### config.mk
export PLATFORM = sky130hd
export DESIGN_NAME = disp_irq_ctrl
export DESIGN_NICKNAME = d
export VERILOG_FILES = /design/src/rtl/disp_irq_pkg.sv /design/src/rtl/irq_rst_sync.sv /design/src/rtl/irq_event_decode.sv /design/src/rtl/irq_flag_bank.sv /design/src/rtl/irq_merge.sv /design/src/rtl/disp_irq_ctrl.sv
export SDC_FILE = /design/constraint.sdc
export NUM_CORES = 1
export LEC_CHECK = 0
export ABC_AREA = 1
export BUFFER_PORTS_ARGS = -buffer_cell sky130_fd_sc_hd__buf_4
export CAP_MARGIN = 20
export CORE_AREA = 2 2 39 41
export DETAILED_ROUTE_END_ITERATION = 8
export DIE_AREA = 0 0 41 43
export PLACE_DENSITY_LB_ADDON = 0.25
export SYNTH_ARGS = -nofsm -noshare
export SYNTH_HDL_FRONTEND = slang
export SYNTH_SLANG_ARGS = --single-unit
### constraint.sdc
create_clock -name clk -period 0.95 [get_ports clk]
set_clock_uncertainty 0.2 [all_clocks]
set_input_delay 0.1425 -clock clk [delete_from_list [all_inputs] [get_ports clk]]
set_output_delay 0.1425 -clock clk [all_outputs]
set_load 0.03 [all_outputs]
### src/rtl/disp_irq_pkg.sv
package disp_irq_pkg;
  localparam int unsigned SRC_W = 4;

  typedef enum logic [1:0] {
    SRC_STARVE = 2'd0,
    SRC_OVFL   = 2'd1,
    SRC_VLEAD  = 2'd2,
    SRC_FDONE  = 2'd3
  } src_e;

  // packed: starve lands at bit 0, fdone at bit 3
  typedef struct packed {
    logic fdone;
    logic vlead;
    logic ovfl;
    logic starve;
  } evt_t;
endpackage

### src/rtl/irq_rst_sync.sv
module irq_rst_sync #(
  parameter int unsigned STAGES = 2
) (
  input  logic clk,
  input  logic arst_n,
  output logic srst_n
);
  localparam int unsigned LAST = STAGES - 1;

  logic [STAGES-1:0] chain_q;
  logic [STAGES-1:0] chain_d;

  always_comb begin
    chain_d = {chain_q[STAGES-2:0], 1'b1};
  end

  always_ff @(posedge clk or negedge arst_n) begin
    if (!arst_n) chain_q <= '0;
    else         chain_q <= chain_d;
  end

  assign srst_n = chain_q[LAST];
endmodule

### src/rtl/irq_event_decode.sv
module irq_event_decode
  import disp_irq_pkg::*;
(
  input  logic clk,
  input  logic rst_n,
  input  logic tx_fifo_empty,
  input  logic in_active_area,
  input  logic rx_fifo_full,
  input  logic rd_word_strobe,
  input  logic fetch_overrun,
  input  logic master_mode,
  input  logic vsync_in,
  input  logic vsync_lead_high,
  input  logic frame_end_pulse,
  input  logic second_field,
  input  logic dvi_mode,
  input  logic alt_fields_frame,
  output evt_t evt
);
  // Sync level seen as "asserted" under the chosen polarity. Reset value 1
  // means a level already present when reset lifts is not taken as an edge.
  logic lvl_q;
  logic lvl_d;
  logic lvl_cur;
  logic frame_only;

  always_comb begin
    lvl_cur = (vsync_in == vsync_lead_high);
    lvl_d   = lvl_cur;
  end

  always_ff @(posedge clk or negedge rst_n) begin
    if (!rst_n) lvl_q <= 1'b1;
    else        lvl_q <= lvl_d;
  end

  always_comb begin
    frame_only  = dvi_mode & alt_fields_frame;
    evt.starve  = tx_fifo_empty & in_active_area;
    evt.ovfl    = master_mode ? fetch_overrun
                              : (rx_fifo_full & rd_word_strobe);
    evt.vlead   = lvl_cur & ~lvl_q;
    evt.fdone   = frame_end_pulse & (~frame_only | second_field);
  end
endmodule

### src/rtl/irq_flag_bank.sv
module irq_flag_bank #(
  parameter int unsigned W = 4
) (
  input  logic         clk,
  input  logic         rst_n,
  input  logic [W-1:0] set_vec,
  input  logic         clr_we,
  input  logic [W-1:0] clr_vec,
  input  logic         mask_we,
  input  logic [W-1:0] mask_vec,
  output logic [W-1:0] status_o,
  output logic [W-1:0] mask_o
);
  logic [W-1:0] st_q, st_d;
  logic [W-1:0] mk_q, mk_d;

  for (genvar i = 0; i < W; i++) begin : g_bit
    logic clr_hit;
    always_comb begin
      clr_hit = clr_we & clr_vec[i];
      // set has priority over clear, otherwise sticky
      st_d[i] = set_vec[i] | (st_q[i] & ~clr_hit);
      mk_d[i] = mask_we ? mask_vec[i] : mk_q[i];
    end

    always_ff @(posedge clk or negedge rst_n) begin
      if (!rst_n) begin
        st_q[i] <= 1'b0;
        mk_q[i] <= 1'b0;
      end else begin
        st_q[i] <= st_d[i];
        mk_q[i] <= mk_d[i];
      end
    end
  end

  assign status_o = st_q;
  assign mask_o   = mk_q;
endmodule

### src/rtl/irq_merge.sv
module irq_merge #(
  parameter int unsigned W = 4
) (
  input  logic         clk,
  input  logic         rst_n,
  input  logic [W-1:0] status,
  input  logic [W-1:0] mask,
  output logic         irq_o
);
  logic irq_q, irq_d;

  always_comb begin
    irq_d = |(status & mask);
  end

  always_ff @(posedge clk or negedge rst_n) begin
    if (!rst_n) irq_q <= 1'b0;
    else        irq_q <= irq_d;
  end

  assign irq_o = irq_q;
endmodule

### src/rtl/disp_irq_ctrl.sv
module disp_irq_ctrl
  import disp_irq_pkg::*;
#(
  parameter int unsigned RST_STAGES = 2
) (
  input  logic             clk,
  input  logic             rst_n,
  input  logic             tx_fifo_empty,
  input  logic             in_active_area,
  input  logic             rx_fifo_full,
  input  logic             rd_word_strobe,
  input  logic             fetch_overrun,
  input  logic             master_mode,
  input  logic             vsync_in,
  input  logic             vsync_lead_high,
  input  logic             frame_end_pulse,
  input  logic             second_field,
  input  logic             dvi_mode,
  input  logic             alt_fields_frame,
  input  logic             clr_we,
  input  logic [SRC_W-1:0] clr_bits,
  input  logic             mask_we,
  input  logic [SRC_W-1:0] mask_bits,
  output logic [SRC_W-1:0] status_o,
  output logic [SRC_W-1:0] mask_o,
  output logic             irq_o
);
  logic rst_q_n;
  evt_t evt;
  logic [SRC_W-1:0] st;
  logic [SRC_W-1:0] mk;

  irq_rst_sync #(.STAGES(RST_STAGES)) u_rst (
    .clk    (clk),
    .arst_n (rst_n),
    .srst_n (rst_q_n)
  );

  irq_event_decode u_dec (
    .clk              (clk),
    .rst_n            (rst_q_n),
    .tx_fifo_empty    (tx_fifo_empty),
    .in_active_area   (in_active_area),
    .rx_fifo_full     (rx_fifo_full),
    .rd_word_strobe   (rd_word_strobe),
    .fetch_overrun    (fetch_overrun),
    .master_mode      (master_mode),
    .vsync_in         (vsync_in),
    .vsync_lead_high  (vsync_lead_high),
    .frame_end_pulse  (frame_end_pulse),
    .second_field     (second_field),
    .dvi_mode         (dvi_mode),
    .alt_fields_frame (alt_fields_frame),
    .evt              (evt)
  );

  irq_flag_bank #(.W(SRC_W)) u_bank (
    .clk      (clk),
    .rst_n    (rst_q_n),
    .set_vec  (evt),
    .clr_we   (clr_we),
    .clr_vec  (clr_bits),
    .mask_we  (mask_we),
    .mask_vec (mask_bits),
    .status_o (st),
    .mask_o   (mk)
  );

  irq_merge #(.W(SRC_W)) u_merge (
    .clk    (clk),
    .rst_n  (rst_q_n),
    .status (st),
    .mask   (mk),
    .irq_o  (irq_o)
  );

  assign status_o = st;
  assign mask_o   = mk;
endmodule

Word-level counts from Yosys, hierarchy flattened
Index checks and enable logic that the tools add are counted.

storage, ports and cells
  input port bits = 24
  word-level logic and storage cells = 39
  register bits after elaboration = 12
  output and inout bits = 9

operators by class
  mux-type cells = 1
  bitwise operators = 25
  reduce and logical (&&, ||, !) cells = 1
  equality and inequality tests = 1

operator list
  cell             count
  $and 1x1->1      13
  $not 1->1        6
  $or 1x1->1       5
  $and 4x4->4      1
  $reduce_or 4->1  1
  $eq 1x1->1       1
  $mux 1           1

Longest topological paths before layout
Gate-level depths: netlist of the first run.

  word-level depth = 5
  depth in mapped cells = 4
  gate-level depth less buffers = 4

By module
From an unflattened synthesis of the first run, not the netlist that was laid out.

second synthesis, totals
  cells, all modules = 66
  area, all modules = 515.5 µm²

modules (own cells, without submodules)
  module            cells an instance  area an instance (µm²)  sequential area each (µm²)  times used
  irq_flag_bank     36                 310.3                   200.2                       1
  irq_event_decode  17                 92.6                    26.3                        1
  irq_merge         10                 58.8                    25.0                        1
  irq_rst_sync      3                  53.8                    50.0                        1

Worst setup path after synthesis of the first run
OpenSTA, ideal clock, no wires.

  kind = reg-to-reg
  start = register u_bank.mk_q[0], in the netlist u_bank.mask_o[0]
  end = register u_merge.irq_q, in the netlist u_merge.irq_o
  stages on the path, launching flop included = 3
  path slack = -0.044 ns
  period minus slack after synthesis = 0.994 ns
  library setup time = 0.130 ns
  required time = 0.620 ns
  data arrival time = 0.664 ns
  cell sequence = dfrtp_1 > nand2_1 > nand4_1

on the way
  longest elaborated chain between the ends = 2

RTL lines
  item                               line                 text
  from (decl)                        irq_flag_bank.sv:15  logic [W-1:0] mk_q, mk_d;
  from (signal, indexed assignment)  irq_flag_bank.sv:32  mk_q[i] <= mk_d[i];
  $and 4x4->4                        irq_merge.sv:13      irq_d = |(status & mask);
  $reduce_or 4->1                    irq_merge.sv:13
  named net u_merge.irq_d            irq_merge.sv:10      logic irq_q, irq_d;
  to (signal assigned)               irq_merge.sv:18      else irq_q <= irq_d;
  to (decl)                          irq_merge.sv:10

The timed path passes the listed nets, and every way through them passes these cells.
A chain may end at the register's enable or synchronous reset.

Worst setup path in the final report of the first run
  start = register u_bank.mk_q[0], in the netlist u_bank.mask_o[0]
  end = output mask_o[0]

RTL lines
  item       line                 text
  to (decl)  disp_irq_ctrl.sv:25  output logic [SRC_W-1:0] mask_o,

No word-level cell between the ends.

==> results of run 1 <==
[per-layer routing]
layer / share of wire [%] / track usage, % / vias to the layer above
li1: - / - / 270
met1: 36 / 17.9 / 251
met2: 57 / 30.3 / 18
met3: 5.3 / 3.66 / 2
met4: 1.3 / 14.0 / 0
met5: 0 / 0 / -
[cells in the mapped netlist]
| master | count |
|---|---|
| and2_1 | 1 |
| conb_1 | 1 |
| dfrtp_1 | 11 |
| dfstp_2 | 1 |
| inv_1 | 7 |
| nand2_1 | 24 |
| nand3_1 | 2 |
| nand3b_1 | 1 |
| nand4_1 | 1 |
| o21ai_0 | 5 |
[path summary, 6_finish.rpt]
kind,cells past startpoint,end,start
worst max-delay path,1,mask_o[0],u_bank.mask_o[0]
worst min-delay path,3,u_bank.mask_o[0],mask_bits[0]
worst max register to register,4,u_merge.irq_o,u_bank.status_o[1]
worst min register to register,0,u_merge.irq_o,u_rst.chain_q[1]
max in group asynchronous,0,u_dec.lvl_q,u_rst.chain_q[1]
min in group asynchronous,0,u_merge.irq_o,u_rst.chain_q[1]
[cell type report]
class,instances,area (um^2)
repair buffers,50,459
fillers,108,359
flip-flops and latches,12,312
multi-input cells,35,171
clock buffers,4,36.3
inverters,7,26.3
well taps,16,20.0
[through the flow]
stage	std cells	setup WS, ns	cell area (um^2)	power, mW	util, %
floorplan	54	-0.00313	487	0.757	-
CTS	119	-0.246	958	1.46	69.3
global placement	102	0.00646	747	0.916	54.0
finish	124	-0.236	1020	1.51	74.1
detailed placement	102	-0.0260	747	0.924	54.0
global route	124	-0.260	1020	1.59	74.1
[power by group]
group          switching (mW)  internal (mW)  total (mW)  leakage (nW)
clock network           0.175          0.233       0.408        0.0210
logic                   0.206          0.277       0.483         0.383
registers              0.0452          0.570       0.615         0.129
total                   0.426           1.08        1.51         0.533
[logic make-up after synthesis]
kind of cell,share of synthesized area [%]
and+or+nand+nor,25.2
buffers and inverters,5.51
AOI/OAI and AO/OA,5.25
DFF,63.3
other,0.787
[flip-flops by register name (all words and copies together) (netlist names)]
register         flops
u_bank.mask_o        4
u_bank.status_o      4
u_rst.chain_q        2
u_dec.lvl_q          1
u_merge.irq_o        1
[repair_timing]
| item | CTS | global route |
|---|---|---|
| buffers inserted | 7 | 6 |
| hold buffers | 6 | 1 |
| setup endpoints to repair | 10 | 18 |
| pin swaps | 6 | 5 |
| gates resized for setup | 18 | 17 |
| endpoints found under the hold margin | 20 | 11 |
==> flow_metrics.env, run 1 <==
export IMPL_synth_warnings=0
export IMPL_slew_viol_final=0
export IMPL_p_leak_nw=0.533
export IMPL_avgViaCountPerCell=4.36
export IMPL_coreArea_um2=1380
export IMPL_final_setup_tns_ns=-2.52
export IMPL_wl_per_cell_um=11.3
export IMPL_cp_slowest_stage_delay_ns=0.43
export IMPL_synth_top_area_cell="dfrtp_1"
export IMPL_powerDensity_nw_per_um2=1470
export IMPL_ys_types=10
export IMPL_drtAntennaViolNets=0
export IMPL_worstPathRequired_ns=0.61
export IMPL_num_vias=541
export IMPL_cts_root_buf="clkbuf_4"
export IMPL_finalWeightedCongestion=0.669
export IMPL_grt_pass1_wl_um=2020
export IMPL_cp_num_buf_inv=1
export IMPL_cpLargestDelayFamily="flip-flops"
export IMPL_ir_worst_vdd_uv=877
export IMPL_drt_total_wl_um=1400
export IMPL_clock_latency_ns=0.27
export IMPL_layout_commonest_cell="buf_4"
export IMPL_reg2reg_slack_ns=-0.18
export IMPL_path_cells="buf_6"
export IMPL_ys_seq_area_share_pct=63.3
export IMPL_avgSynthCellArea_um2=8.83
export IMPL_num_rows=14
export IMPL_synth_area_um2=477
export IMPL_io_pins=33
export IMPL_numCtsBuffers=3
export IMPL_cts_tree="built"
export IMPL_die_x_um=41
export IMPL_drive_gt1_share_pct=62.0
export IMPL_status="finished, violations left"
export IMPL_fmax_mhz=844
export IMPL_synthesis_nets=78
export IMPL_antenna_cells=0
export IMPL_grt_usage_pct=18.1
export IMPL_cts_path_max_buffers=2
export IMPL_drc=0
export IMPL_setup_ws_ns=-0.236
export IMPL_rsz0062_at_grt="true"
export IMPL_crit_fanout=2
export IMPL_clkSlewWorstSetupHoldPaths_ns=0.08
export IMPL_initial_core_util_pct=34.4
export IMPL_fin_nets=133
export IMPL_fp_dieArea_um2=1760
export IMPL_cp_end_kind="output port"
export IMPL_grt_pass1_vias=515
export IMPL_gr_total_overflow=0
export IMPL_clock_sinks=12
export IMPL_postSynthCellCount=54
export IMPL_drtIter0Drc=1
export IMPL_htreeDepth=1
export IMPL_areaGrowthSynthToFinish_pct=115
export IMPL_finalCriticalPeriod_ns=1.19
export IMPL_die_h_um=43
export IMPL_yosys_top_cells_area="dfrtp_1, nand2_1, dfstp_2"
export IMPL_hold_viol=20
export IMPL_hold_ws_ns=-0.121
export IMPL_post_route_period_util_pct=125
export IMPL_setup_violations=13
export IMPL_path_class="reg2out"
export IMPL_firstDrtPassIters=2
export IMPL_yosysTopAreaCellShare_pct=57.7
export IMPL_final_cell_mix="buf_4, nand2_1, buf_6"
export IMPL_worst_setup_path_start_kind="flop"
export IMPL_cp_slowest_cell="dfrtp_2"
export IMPL_crit_arrival_ns=0.84
export IMPL_dpl_hpwl_um=829
export IMPL_io_buffer_count=32
export IMPL_failed_checks="negative hold slack, negative setup slack"
export IMPL_antenna_found_initial=0
export IMPL_grt_max_degree=11
export IMPL_cap_violations=0
export IMPL_ys_seq_elements=12
export IMPL_min_path_type="in2reg"
Power figures use the tool's default switching activity.
==> inputs of run 2 (changes only) <==
CORE_AREA = unset   (was 2 2 39 41)
CORE_MARGIN = 2   (was unset)
CORE_UTILIZATION = 36   (was unset)
DIE_AREA = unset   (was 0 0 41 43)
==> flow_metrics.env, run 2 (synthesis gave the netlist of run 1 again) <==
export IMPL_drtIter0Drc=7
export IMPL_crit_arrival_ns=0.84
export IMPL_r2r_end="u_merge.irq_o"
export IMPL_coreArea_um2=1270
export IMPL_numCtsBuffers=3
export IMPL_num_vias=525
export IMPL_min_path_type="in2reg"
export IMPL_die_x_um=40.4
export IMPL_clock_latency_ns=0.27
export IMPL_antenna_found_initial=0
export IMPL_path_class="reg2out"
export IMPL_drc=0
export IMPL_grt_pass1_vias=487
export IMPL_r2r_start="u_bank.mask_o[1]"
export IMPL_reg2reg_slack_ns=-0.14
export IMPL_final_cell_mix="buf_4, nand2_1, buf_6"
export IMPL_status="finished, violations left"
export IMPL_r2r_worst_path_cells=4
export IMPL_io_buffer_count=32
export IMPL_finalWeightedCongestion=0.660
export IMPL_fmax_mhz=846
export IMPL_seq_power_share_pct=41.3
export IMPL_grt_max_degree=11
export IMPL_grtUsageMet1_pct=21.9
export IMPL_hold_end="u_bank.mask_o[1]"
export IMPL_p_int_mw=1.06
export IMPL_p_sw_share_pct=28.4
export IMPL_grt_pass1_wl_um=2000
export IMPL_grt_usage_pct=19.3
export IMPL_gr_total_overflow=0
export IMPL_drtAntennaViolNets=0
export IMPL_final_setup_tns_ns=-2.28
export IMPL_p_leak_nw=0.528
export IMPL_hold_start="mask_bits[1]"
export IMPL_drt_total_wl_um=1340
export IMPL_antenna_cells=0
export IMPL_grt_busiest_layer="met2"
export IMPL_grt_util_met2_pct=31.0
export IMPL_htreeDepth=1
export IMPL_post_route_period_util_pct=124
export IMPL_clkPwrFrac_pct=27.5
export IMPL_fp_dieArea_um2=1630
export IMPL_cp_end_kind="output port"
export IMPL_crit_fanout=2
export IMPL_path_cells="buf_6"
export IMPL_areaGrowthSynthToFinish_pct=110
export IMPL_holdPathStages=3
export IMPL_io_pins=33
export IMPL_wl_per_cell_um=11.2
export IMPL_worstPathRequired_ns=0.61
export IMPL_finalCriticalPeriod_ns=1.18
export IMPL_drive_gt1_share_pct=63.8
export IMPL_rsz0062_at_grt="true"
export IMPL_cpLargestDelayFamily="flip-flops"
export IMPL_layout_commonest_cell="buf_4"
export IMPL_final_area_um2=1000
export IMPL_firstDrtPassIters=4
export IMPL_ir_worst_vdd_uv=997
export IMPL_setup_violations=14
export IMPL_place_area_um2=746
export IMPL_setup_ws_ns=-0.232
export IMPL_worst_setup_path_start_kind="flop"
export IMPL_hold_viol=20
export IMPL_cts_tree="built"
export IMPL_slew_viol_final=0
export IMPL_cts_path_max_buffers=2
export IMPL_num_rows=13
export IMPL_cp_num_buf_inv=1
export IMPL_fin_nets=130
export IMPL_die_h_um=40.4
export IMPL_cp_slowest_cell="dfrtp_2"
export IMPL_initial_core_util_pct=37.6
export IMPL_cts_root_buf="clkbuf_4"
export IMPL_failed_checks="negative hold slack, negative setup slack"
export IMPL_dpl_hpwl_um=818
export IMPL_p_switching_mw=0.421
export IMPL_clock_sinks=12
export IMPL_clkSlewWorstSetupHoldPaths_ns=0.08
export IMPL_use_met3_pct=5.00
export IMPL_cp_slowest_stage_delay_ns=0.43
export IMPL_powerDensity_nw_per_um2=1480
export IMPL_cap_violations=0
export IMPL_hold_ws_ns=-0.121
export IMPL_avgViaCountPerCell=4.38
export IMPL_pwr_share_comb_pct=31.2
run 2: changes by cell type in the layout (fill, tap and decap cells not counted), sizes merged:
cell          change
dlymetal6s4s      +1
dlygate4sd3       -2
buf               -2
run 2: metrics by stage:
step / total power, mW / std cells / utilization [%] / setup WS (ns) / hold slack [ns]
final: 1.48 / 120 / 79.0 / -0.232 / -0.121
after CTS: 1.43 / 118 / 73.4 / -0.229 / -0.131
after detailed placement: 0.923 / 101 / 58.8 / -0.0209 / -0.275
after global placement: 0.916 / 101 / 58.8 / 0.00632 / -0.275
after global routing: 1.56 / 120 / 79.0 / -0.261 / -0.128
after floorplan: 0.757 / 54 / - / -0.00313 / -0.353
run 2: layout make-up:
class | count | area (um^2)
clock buffers | 4 | 36.3
well taps | 15 | 18.8
inverters | 7 | 26.3
multi-input cells | 35 | 184
fillers | 80 | 267
repair buffers | 47 | 425
flip-flops and latches | 12 | 312
run 2: routing by layer:
metal,vias to the layer above,part of all wire (%)
met4,0,0.97
met2,13,53
met5,-,0
met1,242,42
met3,2,4.5
li1,268,-
run 2: how the worst max path moves through the flow:
stage	startpoint	end	slack [ns]	cells past startpoint
3_5_place_dp	u_dec.lvl_q	u_bank.status_o[2]	-0.02	3
2_1_floorplan	u_bank.mask_o[0]	u_merge.irq_o	-0.003	2
4_1_cts	u_bank.status_o[1]	status_o[1]	-0.23	1
3_3_place_gp	u_dec.lvl_q	u_bank.status_o[2]	0.006	3
6_report	u_bank.status_o[3]	status_o[3]	-0.23	1
5_1_grt	u_bank.mask_o[1]	mask_o[1]	-0.26	1
run 2: power groups by stage:
stage / Combinational, mW / Clock (mW) / Sequential, mW
floorplan: 0.0564 / 0 / 0.701
global route: 0.497 / 0.444 / 0.619
CTS: 0.408 / 0.418 / 0.609
global placement: 0.297 / 0 / 0.619
finish: 0.462 / 0.406 / 0.611
detailed placement: 0.302 / 0 / 0.621
run 2: timing repair:
action                                 4_1_cts  5_1_grt
endpoints found under the hold margin       20       11
hold buffers                                 5        1
setup endpoints to repair                   10       18
gates cloned                                 0        0
resized for setup                           11       22
pin swaps                                    2        5
setup buffers                                8        1
